File: src/rtl/rdgate_pkg.sv
package rdgate_pkg;

  typedef enum logic [1:0] {
    ST_IDLE   = 2'd0,
    ST_HUNT   = 2'd1,
    ST_WINDOW = 2'd2,
    ST_LOCKED = 2'd3
  } syncState_t;

  typedef struct packed {
    logic clrZero;
    logic incZero;
    logic clrWin;
    logic incWin;
  } dpCmd_t;

endpackage

File: src/rtl/rdgate_dp.sv
module rdgate_dp
  import rdgate_pkg::*;
#(
  parameter int BYTE_W    = 8,
  parameter int FM_PRE    = 2,
  parameter int MFM_PRE   = 4,
  parameter int FM_WIN    = 10,
  parameter int MFM_WIN   = 16
) (
  input  logic              clk,
  input  logic              rstN,
  input  logic              denSel,
  input  logic [BYTE_W-1:0] byteVal,
  input  dpCmd_t            cmd,
  output logic              zeroByte,
  output logic              preDone,
  output logic              winDone
);

  localparam int ZERO_MAX = (FM_PRE > MFM_PRE) ? FM_PRE : MFM_PRE;
  localparam int WIN_MAX  = (FM_WIN > MFM_WIN) ? FM_WIN : MFM_WIN;
  localparam int ZW = $clog2(ZERO_MAX + 1);
  localparam int WW = $clog2(WIN_MAX + 1);

  logic [ZW-1:0] zeroCnt;
  logic [WW-1:0] winCnt;
  logic [ZW-1:0] preLast;
  logic [WW-1:0] winLast;

  assign preLast  = denSel ? ZW'(FM_PRE - 1) : ZW'(MFM_PRE - 1);
  assign winLast  = denSel ? WW'(FM_WIN - 1) : WW'(MFM_WIN - 1);
  assign zeroByte = (byteVal == '0);
  assign preDone  = (zeroCnt >= preLast);
  assign winDone  = (winCnt >= winLast);

  always_ff @(posedge clk or negedge rstN) begin
    if (!rstN) begin
      zeroCnt <= '0;
    end else if (cmd.clrZero) begin
      zeroCnt <= '0;
    end else if (cmd.incZero) begin
      zeroCnt <= zeroCnt + 1'b1;
    end
  end

  always_ff @(posedge clk or negedge rstN) begin
    if (!rstN) begin
      winCnt <= '0;
    end else if (cmd.clrWin) begin
      winCnt <= '0;
    end else if (cmd.incWin) begin
      winCnt <= winCnt + 1'b1;
    end
  end


  zero_cnt_bound_chk: assert property (@(posedge clk) disable iff (!rstN)
    zeroCnt < ZW'(ZERO_MAX));


  win_cnt_bound_chk: assert property (@(posedge clk) disable iff (!rstN)
    winCnt < WW'(WIN_MAX));

endmodule

File: src/rtl/rdgate_ctl.sv
module rdgate_ctl
  import rdgate_pkg::*;
(
  input  logic   clk,
  input  logic   rstN,
  input  logic   searchEn,
  input  logic   byteStb,
  input  logic   markHit,
  input  logic   zeroByte,
  input  logic   preDone,
  input  logic   winDone,
  output dpCmd_t cmd,
  output logic   gateOn,
  output logic   foundPulse
);

  syncState_t st, nxt;
  logic hitNow;

  always_comb begin
    nxt    = st;
    cmd    = '0;
    hitNow = 1'b0;
    if (!searchEn) begin
      nxt         = ST_IDLE;
      cmd.clrZero = 1'b1;
      cmd.clrWin  = 1'b1;
    end else begin
      unique case (st)
        ST_IDLE: begin
          nxt         = ST_HUNT;
          cmd.clrZero = 1'b1;
          cmd.clrWin  = 1'b1;
        end
        ST_HUNT: begin
          if (byteStb) begin
            if (!zeroByte) begin
              cmd.clrZero = 1'b1;
            end else if (preDone) begin
              nxt         = ST_WINDOW;
              cmd.clrZero = 1'b1;
              cmd.clrWin  = 1'b1;
            end else begin
              cmd.incZero = 1'b1;
            end
          end
        end
        ST_WINDOW: begin
          if (byteStb) begin
            if (markHit) begin
              nxt    = ST_LOCKED;
              hitNow = 1'b1;
            end else if (winDone) begin
              nxt         = ST_HUNT;
              cmd.clrZero = 1'b1;
              cmd.clrWin  = 1'b1;
            end else begin
              cmd.incWin = 1'b1;
            end
          end
        end
        ST_LOCKED: nxt = ST_LOCKED;
        default:   nxt = ST_IDLE;
      endcase
    end
  end

  always_ff @(posedge clk or negedge rstN) begin
    if (!rstN) begin
      st         <= ST_IDLE;
      foundPulse <= 1'b0;
    end else begin
      st         <= nxt;
      foundPulse <= hitNow;
    end
  end

  assign gateOn = (st == ST_WINDOW) || (st == ST_LOCKED);


  found_single_chk: assert property (@(posedge clk) disable iff (!rstN)
    foundPulse |=> !foundPulse);


  found_locked_chk: assert property (@(posedge clk) disable iff (!rstN)
    foundPulse |-> (st == ST_LOCKED));

endmodule

File: src/rtl/rdgate_sync.sv
module rdgate_sync
  import rdgate_pkg::*;
#(
  parameter int BYTE_W  = 8,
  parameter int FM_PRE  = 2,
  parameter int MFM_PRE = 4,
  parameter int FM_WIN  = 10,
  parameter int MFM_WIN = 16
) (
  input  logic              clk,
  input  logic              rstN,
  input  logic              byteStb,
  input  logic [BYTE_W-1:0] byteVal,
  input  logic              markHit,
  input  logic              denSel,
  input  logic              searchEn,
  output logic              readGate,
  output logic              markFound
);

  dpCmd_t cmd;
  logic   zeroByte;
  logic   preDone;
  logic   winDone;

  rdgate_dp #(
    .BYTE_W (BYTE_W),
    .FM_PRE (FM_PRE),
    .MFM_PRE(MFM_PRE),
    .FM_WIN (FM_WIN),
    .MFM_WIN(MFM_WIN)
  ) u_dp (
    .clk     (clk),
    .rstN    (rstN),
    .denSel  (denSel),
    .byteVal (byteVal),
    .cmd     (cmd),
    .zeroByte(zeroByte),
    .preDone (preDone),
    .winDone (winDone)
  );

  rdgate_ctl u_ctl (
    .clk       (clk),
    .rstN      (rstN),
    .searchEn  (searchEn),
    .byteStb   (byteStb),
    .markHit   (markHit),
    .zeroByte  (zeroByte),
    .preDone   (preDone),
    .winDone   (winDone),
    .cmd       (cmd),
    .gateOn    (readGate),
    .foundPulse(markFound)
  );


  gate_rise_zero_chk: assert property (@(posedge clk) disable iff (!rstN)
    $rose(readGate) |-> ($past(byteStb) && ($past(byteVal) == '0) && $past(searchEn)));


  gate_off_disable_chk: assert property (@(posedge clk) disable iff (!rstN)
    !searchEn |=> !readGate);


  gate_fall_cause_chk: assert property (@(posedge clk) disable iff (!rstN)
    $fell(readGate) |-> (!$past(searchEn) || ($past(byteStb) && !$past(markHit))));


  found_needs_gate_chk: assert property (@(posedge clk) disable iff (!rstN)
    markFound |-> (readGate && $past(readGate)));

endmodule

File: config.mk
export PLATFORM = sky130hd
export DESIGN_NAME = rdgate_sync
export DESIGN_NICKNAME = d
export VERILOG_FILES = /design/src/rtl/rdgate_pkg.sv /design/src/rtl/rdgate_dp.sv /design/src/rtl/rdgate_ctl.sv /design/src/rtl/rdgate_sync.sv
export SDC_FILE = /design/constraint.sdc
export NUM_CORES = 1
export LEC_CHECK = 0
export ABC_CLOCK_PERIOD_IN_PS = 1800
export BUFFER_PORTS_ARGS = -buffer_cell sky130_fd_sc_hd__buf_2
export CAP_MARGIN = 20
export CORE_AREA = 10 10 61 63
export CTS_CLUSTER_DIAMETER = 40
export DETAILED_ROUTE_END_ITERATION = 10
export DIE_AREA = 0 0 71 73
export GPL_TIMING_DRIVEN = 0
export PLACE_DENSITY = 0.6
export SLEW_MARGIN = 40
export SYNTH_ARGS = -nofsm -noshare
export SYNTH_HDL_FRONTEND = slang
export SYNTH_SLANG_ARGS = --single-unit
File: constraint.sdc
create_clock -name clk -period 1.8 [get_ports clk]
set_clock_uncertainty 0.2 [all_clocks]
set_input_delay 0.36 -clock clk [delete_from_list [all_inputs] [get_ports clk]]
set_output_delay 0.36 -clock clk [all_outputs]
set_load 0.02 [all_outputs]
### After elaboration in Yosys (flattened, before gate mapping)

Cells that the tools add are included.

* add/subtract/negate cells: 2
* $lt $le $gt $ge: 2
* eq/ne operators: 8
* muxes and demuxes: 37
* reduce and logical (&&, ||, !) cells: 6

Operator list (count)
* $mux 2: 11
* $mux 1: 17
* $mux 3: 4
* $mux 5: 2
* $ne 3x3->1 const B: 3
* $logic_not 8->1: 1
* $pmux 2 s4: 1
* $pmux 1 s3: 2
* $add 5x1->5 const B: 1
* $ge 5x5->1: 1
* $reduce_and 5->1: 1
* $eq 2x2->1 const B: 2
* $ne 4x3->1 const B: 1
* $reduce_bool 2->1: 2
* $add 3x1->3 const B: 1
* $ge 3x3->1: 1
* $ne 3x2->1 const B: 1
* $eq 2x1->1 const B: 1
* $logic_not 2->1: 1
* $logic_or 1x1->1: 1

* flip-flop bits (word level): 11
* bits of input ports: 14
* output and inout bits: 2
* word-level logic and storage cells: 59

### Depth between registers and ports, before layout

* depth after elaboration: 9
* mapped depth: 5
* gate-level depth less buffers: 5

### Modules after synthesis

A second synthesis with hierarchy kept.

* cells, all modules: 68
* area, all modules: 660.6 um^2

Modules (own cells, without submodules)
* rdgate_dp: instances 1, cells an instance 44, area each 466.7 um^2, sequential area each 200.2 um^2
* rdgate_ctl: instances 1, cells an instance 24, area each 193.9 um^2, sequential area each 75.1 um^2

### Worst setup path after synthesis

OpenSTA, ideal clock, no wires.

* path type: flip-flop to flip-flop
* start point: reg u_dp.winCnt[1]
* end point: reg u_dp.winCnt[2]
* library setup time: 78 ps
* arrival time: 1593 ps
* required time: 1522 ps
* setup slack: -71 ps
* cell stages (with the launch flop): 6
* path buffers: 0
* clock period less this slack: 1871 ps
* cell sequence: dfrtp_1 > ha_1 > a211oi_2 > o21ai_1 > or3_1 > a21oi_1

* longest elaborated chain between the ends: 7
* elaborated cells between the ends (all ways): 13
* those cells by class: 1 x add/sub; 1 x order compare; 10 x mux; 1 x reduce/logical

RTL lines
* start, declared: line rdgate_dp.sv:26 `logic [WW-1:0] winCnt;`
* start signal, assigned: line rdgate_dp.sv:52 `winCnt <= winCnt + 1'b1;`
* $ge 5x5->1: line rdgate_dp.sv:34 `assign winDone = (winCnt >= winLast);`
* $mux 1: line rdgate_ctl.sv:53 `end else if (winDone) begin`
* $mux 2: line rdgate_ctl.sv:50 `if (markHit) begin`
* $mux 2: line rdgate_ctl.sv:49 `if (byteStb) begin`
* $pmux 1 s3 or $mux 1 (tied branches): line rdgate_ctl.sv:29 `unique case (st)`
* $mux 1: line rdgate_ctl.sv:24 `if (!searchEn) begin`
* $mux 5 or $reduce_bool 2->1 (tied branches)

Parallel ways exist; a longest one is shown, timed or not. The select of a mux whose other input is x is not followed.
A chain may end at the register's enable or synchronous reset.

### Worst setup path after layout

* start point: reg u_dp.zeroCnt[1]
* end point: reg u_dp.zeroCnt[1]

* longest elaborated chain between the ends: 7
* elaborated cells between the ends (all ways): 14
* those cells by class: 1 x add/sub; 1 x order compare; 11 x mux; 1 x reduce/logical

RTL lines
* start, declared: line rdgate_dp.sv:25 `logic [ZW-1:0] zeroCnt;`
* start signal, assigned: line rdgate_dp.sv:42 `zeroCnt <= zeroCnt + 1'b1;`
* $ge 3x3->1: line rdgate_dp.sv:33 `assign preDone = (zeroCnt >= preLast);`
* $mux 1: line rdgate_ctl.sv:39 `end else if (preDone) begin`
* $mux 1 or $mux 2 (tied branches): line rdgate_ctl.sv:37 `if (!zeroByte) begin`
* $mux 3: line rdgate_ctl.sv:36 `if (byteStb) begin`
* $pmux 1 s3 or $mux 1 (tied branches): line rdgate_ctl.sv:29
* $mux 1: line rdgate_ctl.sv:24
* $mux 3 or $reduce_bool 2->1 (tied branches)

Parallel ways exist; a longest one is shown, timed or not. The select of a mux whose other input is x is not followed.

==> impl_metrics.tcl <==
set metrics [dict create \
    timing_worst_setup_path_type "register to register" \
    netlist.area_leader.share_pct 37.9 \
    multi_input_gate_area_sq_um 512 \
    num-nets-final 123 \
    setup-violations-final 2 \
    floorplan.rows 19 \
    cp_slowest_cell "sky130_fd_sc_hd__dfrtp_1" \
    yosys_register_bits 11 \
    synth-seq-area-share_pct 37.9 \
    filler_cells 281 \
    route.top_layer_used "met4" \
    hold_viol_final 0 \
    grt_pass1_vias 701 \
    layout-drive-gt1-share_pct 42.7 \
    start_util_pct 27.8 \
    synthCells 76 \
    vdd_drop_max_uv 369 \
    synth.top_cells.by_count "sky130_fd_sc_hd__dfrtp_1 (11), sky130_fd_sc_hd__nand2_1 (8), sky130_fd_sc_hd__nor2_1 (6)" \
    syn_to_final_growth_pct 41.0 \
    final_min_period_over_clock_period_pct 103 \
    slew_headroom_pct 71.5 \
    num_vias 684 \
    top_cell_type_by_total_area_after_synthesis "sky130_fd_sc_hd__dfrtp_1" \
    yosys.cell_count.top_type "sky130_fd_sc_hd__dfrtp_1" \
    grt_pass1_wl_um 2970 \
    report.final.slew_viol_count 0 \
    finalCriticalPeriod_ns 1.85 \
    met2_length_um 861 \
    placed_cell_area_sq_um 838 \
    worst_setup_path_startpoint "u_dp.zeroCnt[1]" \
    worstPathRequired_ns 1.81 \
    worst-path-max-fanout 4 \
    clock_tree_from_tritoncts "yes" \
    ant_nets 0 \
    worst_slack_ns -0.0454 \
    utilization_pct 39.1 \
    clock_sink_count 11 \
    crit_path_start_kind "register" \
    antenna_violations_before_repair 0 \
    detailedPlacementHpwl_um 1300 \
    timing.hold.ws_ns 0.115 \
    reg2reg_setup_slack_ns -0.05 \
    number_of_design_rule_violations_left_after_detail_routing 0 \
    vias_per_cell 5.10 \
    drt_wl_total_um 1750 \
    timing.setup.tns_ns -0.0741 \
    core_footprint_sq_um 2620 \
    min_path_type "input pin to register" \
    rsz0062_at_grt "yes" \
    yosysWarnings 0 \
    final-seq-area_sq_um 275 \
    worst_ep_arrival_time_ns 1.85 \
    num_io_pins 16 \
    rr_endpoint "u_dp.zeroCnt[1]" \
    grt.total_usage_pct 6.94 \
    die_h_um 73 \
    htreeDepth 1 \
    outcome "complete, but fails checks" \
    cp_cell_sequence "ha_4 > a211o_4 > o41ai_4 > nand2_1 > a21oi_2" \
    synth.avg_cell_area_sq_um 9.55 \
    cellPowerDensity_nw_per_um2 485 \
    hold_path_startpoint "markHit" \
    dieWidth_um 71 \
    final_design_area_no_fill_sq_um 1020 \
    dr_wl_met3_um 77 \
    diodes 0 \
    root_buffer_selected_by_cts "sky130_fd_sc_hd__clkbuf_4" \
    clkTransAtPathRegs_ns 0.07 \
    timing.hold.worst_endpoint "u_ctl.foundPulse" \
    actual_transition_at_the_worst_max_transition_pin_ns 0.423 \
    syn_area_sq_um 726 \
    synth_nets 95 \
    timing.critical_path.slowest_cell_delay_ns 0.41 \
    violations "negative setup slack" \
    drt-pass1-iter-count 4 \
    critical_path_endpoint_category "register" \
    hold_path_depth 2 \
    p_leak_nw 0.452 \
    maxClockFrequency_ghz 0.542 \
    cts-root-to-sink-buffers 2 \
    synth_edf_count 0 \
    async_reset_ff_share_pct 100 \
    die-area_sq_um 5180 \
    grt_start_max_net_pins 12 \
    r2r_cells 5 \
    m1WireLength_um 777 \
    cap_viol_max_count 0 \
    wl_per_cell_um 13.1 \
    post_synth_main_area_contributors "sky130_fd_sc_hd__dfrtp_1 (38%), sky130_fd_sc_hd__ha_1 (8.6%), sky130_fd_sc_hd__nand4_1 (4.3%), sky130_fd_sc_hd__nand2_1 (4.1%), sky130_fd_sc_hd__o41ai_4 (3.8%)" \
    synthDistinctLibCells 34 \
    cts-buffers-inserted 3 \
    insertion_delay_ns 0.28 \
    drtIter0Drc 19 \
    place_congestion 0.835 \
    worstReg2RegStart "u_dp.zeroCnt[1]" \
    postSynth.topFlopCell "sky130_fd_sc_hd__dfrtp_1" \
    placement.io_buffers 14 \
    grt_remaining_overflow 0 \
]
## critical path: cells and delay by family (launching register included)
family	cells	cell delay, ns
AND/OR/NAND/NOR	1	0.11
adder cells (fa/ha/maj)	1	0.22
AO/OA/AOI/OAI	3	0.84
flip-flops	1	0.41
## worst max path at each step
stage	to	cells past startpoint
after detailed placement	u_dp.winCnt[4]	6
after floorplan	u_dp.winCnt[2]	5
after global routing	u_dp.zeroCnt[1]	5
final	u_dp.zeroCnt[1]	5
after CTS	u_dp.zeroCnt[1]	5
after global placement	u_dp.winCnt[4]	6
## metal layers
| metal | track usage, % | vias up |
|---|---|---|
| met2 | 11.0 | 15 |
| met4 | 3.87 | 0 |
| met5 | 0 | - |
| met3 | 2.59 | 3 |
| li1 | - | 346 |
| met1 | 7.88 | 320 |
## where the power goes
group / leakage [nW] / switching (W) / internal, W
sequential: 0.151 / 0.00000105 / 0.000248
combinational: 0.286 / 0.0000368 / 0.0000325
clock: 0.0150 / 0.0000920 / 0.0000861
total: 0.452 / 0.000130 / 0.000367
## sequential cells by signal, summed over array words and instances, names as in the netlist
register and cells:
u_dp.zeroCnt 3, u_ctl.st 2, u_ctl.foundPulse 1, u_dp.winCnt 5
## logic make-up (layout without fill, tap and decap cells)
kind of cell | after synthesis | count (layout) | share of synthesized area [%]
AND/OR/NAND/NOR | 32 | 32 | 25.3
flip-flops | 11 | 11 | 37.9
buffers and inverters | 5 | 32 | 3.28
adder cells (fa/ha/maj) | 5 | 5 | 8.62
AO/OA/AOI/OAI | 21 | 21 | 22.2
XOR/XNOR | 1 | 1 | 1.21
multiplexers | 1 | 1 | 1.38
## timing repair
item / CTS / global route
endpoints found under the hold margin: 11 / 0
pin swaps: 11 / 10
gates resized for setup: 7 / 11
endpoints found under the setup margin: 9 / 9
hold buffers: 1 / 0
setup buffers: 4 / 4
## stage by stage
stage	std cells	total power (W)	worst slack [ns]
global placement	121	0.000305	-0.215
CTS	130	0.000492	-0.0556
detailed placement	121	0.000306	-0.231
global route	134	0.000525	-0.0981
floorplan	76	0.000279	0.000545
finish	134	0.000496	-0.0454
## layout by cell type, fill, tap and decap left out, types with 2 or more instances in the layout
| master | count |
|---|---|
| sky130_fd_sc_hd__inv_1 | 2 |
| sky130_fd_sc_hd__a21oi_2 | 3 |
| sky130_fd_sc_hd__buf_4 | 7 |
| sky130_fd_sc_hd__ha_1 | 3 |
| sky130_fd_sc_hd__nor2_1 | 6 |
| sky130_fd_sc_hd__o21ai_0 | 2 |
| sky130_fd_sc_hd__nor4_1 | 2 |
| sky130_fd_sc_hd__buf_2 | 15 |
| sky130_fd_sc_hd__or3_1 | 2 |
| sky130_fd_sc_hd__o21ai_2 | 3 |
| sky130_fd_sc_hd__buf_6 | 2 |
| sky130_fd_sc_hd__ha_4 | 2 |
| sky130_fd_sc_hd__clkbuf_1 | 2 |
| sky130_fd_sc_hd__a21oi_1 | 2 |
| sky130_fd_sc_hd__dfrtp_1 | 11 |
| sky130_fd_sc_hd__nand4_1 | 5 |
| sky130_fd_sc_hd__nand2_1 | 7 |
| sky130_fd_sc_hd__clkbuf_4 | 3 |
## final cells by class
type	count	share of cell area (%)
multi-input combinational	60	50.0
tap	31	3.79
inverter	2	0.733
buffer	3	1.59
timing repair buffer	23	14.4
clock buffer	4	2.57
sequential	11	26.9
Power figures use the tool's default switching activity.
